==> config.mk <==
export PLATFORM = sky130hd
export DESIGN_NAME = evt_sequencer
export DESIGN_NICKNAME = d
export VERILOG_FILES = /design/src/rtl/evt_seq_pkg.sv /design/src/rtl/evt_seq_table.sv /design/src/rtl/evt_seq_match.sv /design/src/rtl/evt_seq_dpath.sv /design/src/rtl/evt_seq_ctrl.sv /design/src/rtl/evt_sequencer.sv
export SDC_FILE = /design/constraint.sdc
export NUM_CORES = 2
export LEC_CHECK = 0
export BUFFER_PORTS_ARGS = -buffer_cell sky130_fd_sc_hd__buf_2
export CORE_MARGIN = 4
export CORE_UTILIZATION = 40
export DETAILED_ROUTE_END_ITERATION = 6
export PLACE_DENSITY = 0.54
export SLEW_MARGIN = 5
export SYNTH_ARGS = -nofsm -noshare
export SYNTH_HDL_FRONTEND = slang
export SYNTH_HIERARCHICAL = 1
export SYNTH_SLANG_ARGS = --single-unit
==> constraint.sdc <==
create_clock -name clk -period 55.4 [get_ports clk]
set_input_delay 2.77 -clock clk [delete_from_list [all_inputs] [get_ports clk]]
set_output_delay 2.77 -clock clk [all_outputs]
set_load 0.05 [all_outputs]
==> src/rtl/evt_seq_pkg.sv <==
package evt_seq_pkg;

  typedef logic [7:0] evtCode_t;

  localparam evtCode_t CODE_NONE = 8'h00;

  // Strobes from control to datapath
  typedef struct packed {
    logic runStart;  // clear count, capture bucket
    logic runStep;   // advance count, allow emission
  } seqStrobes_t;

  typedef enum logic {
    ST_IDLE = 1'b0,
    ST_RUN  = 1'b1
  } seqState_t;

  // Codes of the injection chain move with the bucket
  function automatic logic codeFollowsBucket(input evtCode_t code);
    case (code)
      8'h02, 8'h03, 8'h04, 8'h06, 8'h07, 8'h08: return 1'b1;
      default: return 1'b0;
    endcase
  endfunction

endpackage

==> src/rtl/evt_seq_table.sv <==
module evt_seq_table
  import evt_seq_pkg::*;
#(
  parameter int ENTRIES = 16,
  parameter int TS_W    = 16,
  localparam int ADDR_W = $clog2(ENTRIES)
) (
  input  logic                           clk,
  input  logic                           rstN,
  input  logic                           lock,
  input  logic                           wrEn,
  input  logic [ADDR_W-1:0]              wrAddr,
  input  evtCode_t                       wrCode,
  input  logic [TS_W-1:0]                wrStamp,
  input  logic                           wrValid,
  output logic [ENTRIES-1:0][7:0]        slotCode,
  output logic [ENTRIES-1:0][TS_W-1:0]   slotStamp,
  output logic [ENTRIES-1:0]             slotValid
);

  logic wrAccept;
  assign wrAccept = wrEn && !lock && (int'(wrAddr) < ENTRIES);

  always_ff @(posedge clk) begin
    if (!rstN) begin
      slotCode  <= '0;
      slotStamp <= '0;
      slotValid <= '0;
    end else if (wrAccept) begin
      slotCode[wrAddr]  <= wrCode;
      slotStamp[wrAddr] <= wrStamp;
      slotValid[wrAddr] <= wrValid;
    end
  end

  // a locked write leaves the table untouched
  assert_locked_write_R10: assert property (@(posedge clk) disable iff (!rstN)
    (lock && wrEn) |=> ($stable(slotCode) && $stable(slotStamp) && $stable(slotValid)));

endmodule

==> src/rtl/evt_seq_match.sv <==
module evt_seq_match
  import evt_seq_pkg::*;
#(
  parameter int ENTRIES  = 16,
  parameter int TS_W     = 16,
  parameter int BUCKET_W = 10,
  localparam int CNT_W   = TS_W + 1
) (
  input  logic [ENTRIES-1:0][7:0]        slotCode,
  input  logic [ENTRIES-1:0][TS_W-1:0]   slotStamp,
  input  logic [ENTRIES-1:0]             slotValid,
  input  logic [BUCKET_W-1:0]            coarseShift,
  input  logic [CNT_W-1:0]               timeCount,
  output logic                           hitAny,
  output evtCode_t                       hitCode,
  output logic [CNT_W-1:0]               lastTime
);

  logic [ENTRIES-1:0][CNT_W-1:0] effTime;
  logic [ENTRIES-1:0]            slotHit;
  logic [CNT_W-1:0]              shiftExt;

  assign shiftExt = CNT_W'(coarseShift);

  for (genvar gi = 0; gi < ENTRIES; gi++) begin : g_slot
    always_comb begin
      effTime[gi] = CNT_W'(slotStamp[gi]);
      if (codeFollowsBucket(slotCode[gi])) effTime[gi] = effTime[gi] + shiftExt;
    end
    assign slotHit[gi] = slotValid[gi] && (effTime[gi] == timeCount);
  end

  // Lowest index wins on a tie
  always_comb begin
    hitAny  = 1'b0;
    hitCode = CODE_NONE;
    for (int i = ENTRIES - 1; i >= 0; i--) begin
      if (slotHit[i]) begin
        hitAny  = 1'b1;
        hitCode = slotCode[i];
      end
    end
  end

  // Run length: latest valid effective time
  always_comb begin
    lastTime = '0;
    for (int i = 0; i < ENTRIES; i++) begin
      if (slotValid[i] && (effTime[i] > lastTime)) lastTime = effTime[i];
    end
  end

endmodule

==> src/rtl/evt_seq_dpath.sv <==
module evt_seq_dpath
  import evt_seq_pkg::*;
#(
  parameter int ENTRIES  = 16,
  parameter int TS_W     = 16,
  parameter int BUCKET_W = 10,
  localparam int ADDR_W  = $clog2(ENTRIES),
  localparam int CNT_W   = TS_W + 1
) (
  input  logic                  clk,
  input  logic                  rstN,
  input  seqStrobes_t           strb,
  input  logic                  busy,
  input  logic                  cfgWrEn,
  input  logic [ADDR_W-1:0]     cfgAddr,
  input  evtCode_t              cfgCode,
  input  logic [TS_W-1:0]       cfgStamp,
  input  logic                  cfgValid,
  input  logic [BUCKET_W-1:0]   bucketNum,
  output logic                  atLast,
  output evtCode_t              evtCode
);

  logic [ENTRIES-1:0][7:0]      slotCode;
  logic [ENTRIES-1:0][TS_W-1:0] slotStamp;
  logic [ENTRIES-1:0]           slotValid;
  logic [BUCKET_W-1:0]          shiftReg;
  logic [CNT_W-1:0]             countReg;
  logic [CNT_W-1:0]             lastTime;
  logic                         hitAny;
  evtCode_t                     hitCode;

  evt_seq_table #(.ENTRIES(ENTRIES), .TS_W(TS_W)) i_table (
    .clk(clk), .rstN(rstN), .lock(busy),
    .wrEn(cfgWrEn), .wrAddr(cfgAddr), .wrCode(cfgCode),
    .wrStamp(cfgStamp), .wrValid(cfgValid),
    .slotCode(slotCode), .slotStamp(slotStamp), .slotValid(slotValid)
  );

  evt_seq_match #(.ENTRIES(ENTRIES), .TS_W(TS_W), .BUCKET_W(BUCKET_W)) i_match (
    .slotCode(slotCode), .slotStamp(slotStamp), .slotValid(slotValid),
    .coarseShift(shiftReg), .timeCount(countReg),
    .hitAny(hitAny), .hitCode(hitCode), .lastTime(lastTime)
  );

  always_ff @(posedge clk) begin
    if (!rstN) begin
      shiftReg <= '0;
      countReg <= '0;
    end else if (strb.runStart) begin
      shiftReg <= bucketNum >> 2;   // four RF buckets per event tick
      countReg <= '0;
    end else if (strb.runStep && !atLast) begin
      countReg <= countReg + 1'b1;
    end
  end

  always_ff @(posedge clk) begin
    if (!rstN)                       evtCode <= CODE_NONE;
    else if (strb.runStep && hitAny) evtCode <= hitCode;
    else                             evtCode <= CODE_NONE;
  end

  assign atLast = (countReg == lastTime);

  // no step, no event in the following cycle
  assert_idle_quiet_R4: assert property (@(posedge clk) disable iff (!rstN)
    !strb.runStep |=> (evtCode == CODE_NONE));

  // the captured shift holds for the whole run
  assert_bucket_held_R7: assert property (@(posedge clk) disable iff (!rstN)
    (strb.runStep && !strb.runStart) |=> $stable(shiftReg));

  // the count never passes the end of the run
  assert_count_bound_R8: assert property (@(posedge clk) disable iff (!rstN)
    strb.runStep |-> (countReg <= lastTime));

endmodule

==> src/rtl/evt_seq_ctrl.sv <==
module evt_seq_ctrl
  import evt_seq_pkg::*;
(
  input  logic        clk,
  input  logic        rstN,
  input  logic        syncPulse,
  input  logic        atLast,
  output seqStrobes_t strb,
  output logic        busy
);

  seqState_t state, stateNext;

  always_comb begin
    strb.runStart = (state == ST_IDLE) && syncPulse;
    strb.runStep  = (state == ST_RUN);
    stateNext     = state;
    case (state)
      ST_IDLE: if (syncPulse) stateNext = ST_RUN;
      ST_RUN:  if (atLast)    stateNext = ST_IDLE;
      default: stateNext = ST_IDLE;
    endcase
  end

  always_ff @(posedge clk) begin
    if (!rstN) state <= ST_IDLE;
    else       state <= stateNext;
  end

  assign busy = (state == ST_RUN);

  // an idle start enters the run
  assert_start_R3: assert property (@(posedge clk) disable iff (!rstN)
    (!busy && syncPulse) |=> busy);

  // a run continues until its end regardless of new pulses
  assert_restart_ignored_R9: assert property (@(posedge clk) disable iff (!rstN)
    (busy && !atLast) |=> busy);

  // the run ends right after its last time
  assert_run_end_R8: assert property (@(posedge clk) disable iff (!rstN)
    (busy && atLast) |=> !busy);

endmodule

==> src/rtl/evt_sequencer.sv <==
module evt_sequencer
  import evt_seq_pkg::*;
#(
  parameter int ENTRIES  = 16,
  parameter int TS_W     = 16,
  parameter int BUCKET_W = 10,
  localparam int ADDR_W  = $clog2(ENTRIES)
) (
  input  logic                clk,
  input  logic                rstN,
  input  logic                cfgWrEn,
  input  logic [ADDR_W-1:0]   cfgAddr,
  input  logic [7:0]          cfgCode,
  input  logic [TS_W-1:0]     cfgStamp,
  input  logic                cfgValid,
  input  logic [BUCKET_W-1:0] bucketNum,
  input  logic                syncPulse,
  output logic [7:0]          evtCode,
  output logic                busy
);

  seqStrobes_t strb;
  logic        atLast;

  evt_seq_ctrl i_ctrl (
    .clk(clk), .rstN(rstN), .syncPulse(syncPulse),
    .atLast(atLast), .strb(strb), .busy(busy)
  );

  evt_seq_dpath #(.ENTRIES(ENTRIES), .TS_W(TS_W), .BUCKET_W(BUCKET_W)) i_dpath (
    .clk(clk), .rstN(rstN), .strb(strb), .busy(busy),
    .cfgWrEn(cfgWrEn), .cfgAddr(cfgAddr), .cfgCode(cfgCode),
    .cfgStamp(cfgStamp), .cfgValid(cfgValid), .bucketNum(bucketNum),
    .atLast(atLast), .evtCode(evtCode)
  );

endmodule

======== After elaboration in Yosys (flattened, before gate mapping) ========
Index checks and enable logic that the tools add are counted.
storage, ports and cells
  output and inout port bits .............. 9
  input bits .............................. 43
  word-level logic and storage cells ...... 336
  bits in registers ....................... 434
cells by class
  add/subtract/negate cells ............... 17
  eq/ne operators ......................... 113
  multiplexer cells ....................... 92
  $lt $le $gt $ge ......................... 18
  reduce and logical (&&, ||, !) cells .... 57
  bitwise gates (word level) .............. 2
operators with widths
  operator               number
  $mux 17                32
  $eq 8x3->1 const B     48
  $eq 17x17->1           17
  $add 16x8->17          16
  $bwmux 256             1
  $eq 8x2->1 const B     32
  $gt 17x17->1           15
  $mux 8                 17
  $bwmux 128             1
  $eq 8x4->1 const B     16
  $reduce_or 6->1        16
  $demux 16 s4           1
  $logic_and 1x1->1      37
  $mux 1                 35
  $demux 8 s4            1
  $add 17x1->17 const B  1
  $gt 17x1->1 const B    1
  $bwmux 16              1
  $mux 16                1
  $lt 4x5->1 const B     1
  $demux 1 s4            1
  $ge 4x1->1 const B     1
  $logic_not 1->1        2
  $not 1->1              2
  3 further kinds        3

======== Logic depth before layout (Yosys ltp) ========
  word-level depth ........................ 55
  gate-level depth with buffers ........... 254
  depth with buffers taken out ............ 231

======== By module ========
Netlist, hierarchy kept.
by module, submodules not included
  module         instances  sequential area each (µm²)  cells an instance  area an instance (µm²)
  evt_seq_match  1          0.0                         3408               24153.2
  evt_seq_table  1          8007.7                      1359               14385.0
  evt_seq_dpath  1          660.6                       166                1540.2
  evt_seq_ctrl   1          20.0                        5                  55.1

======== Least setup slack after synthesis ========
Ideal clock, no wire load.
  kind .................................... reg-to-reg
  start point ............................. register i_dpath.shiftReg[1]
  end point ............................... register i_dpath.countReg[14]
  clock period less this slack ............ 39921 ps
  cell stages (with the launch flop) ...... 237
  slack ................................... 15479 ps
  data arrival time ....................... 39789 ps
  data required time ...................... 55268 ps
  setup time .............................. 132 ps
  buffers on the path ..................... 25
  cell sequence ........................... dfxtp_1 -> inv_1 -> fa_1 -> nor2b_1 -> o21ai_0 -> nand2b_1 -> and2_1 -> o21ai_0 -> nand2b_1 -> a21o_1 -> a21o_1 -> a21o_1 -> a21oi_1 -> nand2b_1 -> xnor2_1 -> nor4b_1 -> nand3_1 -> o31a_1 -> (+201 left out) -> a21oi_1 -> nor2b_1 -> o21ai_0 -> nand2b_1 -> a21oi_1 -> nor2_1 -> a211oi_1 -> nor2_1 -> o311ai_0 -> dlygate4sd3_1 -> mux2i_1 -> xor2_1 -> nor4_1 -> nand4_2 -> o21ai_0 -> buf_4 -> or3_2 -> a21oi_1
between the ends
  word-level cells in the longest chain between the ends .. 53
  elaborated cells on any way between the ends .. 83
  classes of those cells .................. add/sub: 16; order compare: 16; eq/ne: 1; mux: 32; reduce/logical: 18
ends and longest elaborated chain
  element                   RTL line             text
  start: declaration        evt_seq_dpath.sv:27  logic [BUCKET_W-1:0] shiftReg;
  start signal: assignment  evt_seq_dpath.sv:51  shiftReg <= bucketNum >> 2;
  $add 16x8->17             evt_seq_match.sv:28  if (codeFollowsBucket(slotCode[gi])) effTime[gi] = effTime[gi] + shiftExt;
  $mux 17                   evt_seq_match.sv:28
  $gt 17x1->1               evt_seq_match.sv:49  if (slotValid[i] && (effTime[i] > lastTime)) lastTime = effTime[i];
  $logic_and 1x1->1         evt_seq_match.sv:49
  $mux 17                   evt_seq_match.sv:49
  $gt 17x17->1              evt_seq_match.sv:49
  $logic_and 1x1->1         evt_seq_match.sv:49
  $mux 17                   evt_seq_match.sv:49
  (+38 left out)            --
  $mux 17                   evt_seq_match.sv:49
  $gt 17x17->1              evt_seq_match.sv:49
  $logic_and 1x1->1         evt_seq_match.sv:49
  $mux 17 (*)               evt_seq_match.sv:49
  via i_dpath.lastTime[11]  evt_seq_dpath.sv:29  logic [CNT_W-1:0] lastTime;
  $eq 17x17->1 (*)          evt_seq_dpath.sv:64  assign atLast = (countReg == lastTime);
  $logic_not 1->1 (*)       evt_seq_dpath.sv:53  end else if (strb.runStep && !atLast) begin
  $logic_and 1x1->1 (*)     evt_seq_dpath.sv:53
  end signal: assignment    evt_seq_dpath.sv:54  countReg <= countReg + 1'b1;
  end: declaration          evt_seq_dpath.sv:28  logic [CNT_W-1:0] countReg;
The timed path passes the listed nets; every way through them passes the cells marked *.
A chain may end at the register's enable or synchronous reset.

======== Worst setup path after layout ========
  start point ............................. register i_dpath.shiftReg[1]
  end point ............................... register i_dpath.countReg[16]
Same word-level chain as after synthesis.

==> metrics.txt <==
worst slew pin tran=1.092 ns; WS Path Type=flop to flop; cell repeated most along the worst path=o21ai_0; Rel. slew slack=a little over a quarter; Via Count=34,600; CP startpoint=i_dpath/shiftReg[1]$_SDFFE_PN0P_; Clock transition at path regs=0.06 ns; Slowest cell on crit path=o21ai_0; final setup violation count=0; DR WL/cell=about 21 um; post-route clock period utilization=between 80% and 90%; Tot GR Track Use=23.92%; Worst Path Required=56.00 ns; CTS tree=built; most common cell after layout, fill and taps aside=nand2_1; RSZ-0062 raised after global routing=false; vias in the first global route=32,900; Worst Path Arrival=just under 50 ns; area post-placement=41,530 um^2; largest net degree at the start of global routing=180; ANT nets after route=0; Design Power=0.8547 mW; Power Density=19.64 nW/um^2; synthesized area per cell=8.127 um^2; Synth warnings=6; status=finished clean; CP peak stage delay=a little over 0.9 ns; die area=105,500 um^2; crit path buf inv count=10; sum of negative setup slack=0 ns; fin util=between 40 and 50%; Leak Pwr=21.85 nW; CTS max path bufs=3; DR vias/cell=between 5 and 6; achievable frequency=20.93 MHz; drt drc=0; DP HPWL=slightly above 90 mm; Hold Slack=between 0.4 and 0.5 ns; Core Region=98,990 um^2; #FFs+latches synth=around 430; Cell Rows=115; Final Wtd Congestion=0.8585; Clock Tree Root=clkbuf_16; post-CTS setup buffers=0; Buffers on Ports=slightly below 50; sequential share of the synthesized area=a little over a fifth; die height=324.8 um; VDD IR max=approximately 0.023 mV; family with the most delay on the worst path=compound AO/OA/AOI/OAI gates; WL final=130.4 mm; P&R area growth vs syn=8.417%; commonest cells after routing, fill and taps aside=nand2_1 (643), mux2i_1 (562), dfxtp_1 (417); die width=324.8 um; Num CTS Buffers=56; CP endpoint kind=flop; first-pass GRT wire length=about 200 mm; initial antenna violation count=0; Clock H-tree levels=2; Hold Startpoint=i_dpath/i_table/slotCode[83]$_SDFFE_PN0P_; Layout Cell Area excl Fill=43,510 um^2; clk_lat worst skew=0.68 ns; Synth async-reset ratio=0%; Final #Nets=5,359; fin crit period=between 40 and 50 ns; worst min path class=flop to flop; Max-Cap Viols=0; Pre-Repair DR Iteration Count=5; EDFF count, synth=0; critical-path maximum fanout=35; startpoint types=flop; worst r2r src=i_dpath/shiftReg[1]$_SDFFE_PN0P_; ys flop type=dfxtp_1; cts repair resizes=0; Hold Vio Cnt, Final=0; Netlist cell types=124; Initial Util=between 40% and 50%; max-slew violations=0; gate count of the mapped netlist=a little under 5,000; GRT overflow=0; Post-CTS Hold Buffers=0; IO Count=52; Layout Skew=0.03128 ns; layout cells sized above 1=around 7.6%; clk sinks=434; Starting DRT DRC Count=around 2,600; cell area after synthesis=40,130 um^2
## cells by family after synthesis
family | after synthesis | synth area share, %
buffers and inverters | 528 | 5.609
adders and majority gates | 411 | 13.09
AOI/OAI and AO/OA | 935 | 14.48
and+or+nand+nor | 1467 | 17.51
xor gates and xnor gates | 520 | 11.35
muxes | 642 | 16.30
other | 1 | 0.009344
DFF | 434 | 21.65
## flip-flops by register name, summed over array words and instances, names as in the netlist
name	flops
i_dpath/i_table/slotStamp	256
i_dpath/evtCode	8
i_dpath/countReg	17
i_dpath/shiftReg	8
i_dpath/i_table/slotValid	16
i_dpath/i_table/slotCode	128
i_ctrl/busy	1
## stage by stage
stage          setup slack [ns]  instances
2_1_floorplan             15.48       4969
3_3_place_gp              8.482       6138
3_5_place_dp              8.366       6138
4_1_cts                   8.155       6240
5_1_grt                   3.501       6240
6_report                  7.629       6241
## power breakdown
group / internal (mW) / switching, mW
Sequential: 0.316 / 0.00501
Clock: 0.242 / 0.159
Combinational: 0.0474 / 0.0851
## metal layers
layer  track usage, %  vias up  routed length [um]
met2            37.47      784               55750
li1                 -    17180                   -
met3            2.476      175                5945
met5                0        -                   0
met4            7.200        0                4281
met1            34.59    16460               64450
## path summary, 6_finish.rpt
| check | endpoint | slack (ns) | cells past startpoint |
|---|---|---|---|
| setup / recovery | i_dpath/countReg[16]$_SDFFE_PP0P_ | 7.63 | 213 |
| hold / removal | i_dpath/i_table/slotCode[83]$_SDFFE_PN0P_ | 0.46 | 2 |
| setup reg to reg | i_dpath/countReg[16]$_SDFFE_PP0P_ | 7.63 | 213 |
| hold reg to reg | i_dpath/i_table/slotCode[83]$_SDFFE_PN0P_ | 0.46 | 2 |
## final cells by class
class | count | area [um^2]
repair buffers | 103 | 673.1
well taps | 1287 | 1610
multi-input cells | 4007 | 29380
inverters | 307 | 1152
diodes | 1 | 2.502
clock buffers | 72 | 1531
flip-flops and latches | 434 | 8710
fillers | 9976 | 55480
clock inverters | 30 | 449.2
## cell usage after synthesis (5+ instances only)
cell type    n  area share (%)
o22ai_1      5           0.078
buf_4       27            0.51
mux2i_1    562              14
buf_2        9            0.11
a21o_1     103             1.9
fa_1        16            0.80
o211ai_1    14            0.26
or3_1        8            0.12
o31a_1       5            0.11
buf_6       17            0.48
nand4_1     79             1.2
o21a_1      27            0.51
nand2_2      9            0.14
o31ai_1     15            0.28
o311ai_0     8            0.17
nor4_1      62            0.97
inv_1      307             2.9
and2_1      21            0.33
nor3b_1     20            0.37
ha_1       391              12
a31oi_1     11            0.17
o21bai_1    69             1.3
nand3_1     91             1.1
xnor2_1    300             6.5
clkbuf_1   144             1.3
a211oi_1    13            0.24
o2bb2ai_1   10            0.22
dfxtp_1    434              22
xor2_1     220             4.8
a21oi_1    371             4.6
nor2b_1     71             1.1
o21ai_0    207             2.6
nand2_1    650             6.1
buf_1       21            0.20
or2_2        6           0.094
nand2b_1    43            0.67
and4_1      15            0.33
and3_1      57            0.89
nor3_1      63            0.79
o21ai_1     10            0.12
nor2_1     225             2.1
mux2_2      72             2.0
## tightest hold or removal path, cell delays in order, from the launching register on
cell     delay (ns)
dfxtp_1        0.31
nand2_1        0.05
mux2i_1        0.05
No activity file was read; power rests on OpenSTA's default activity.
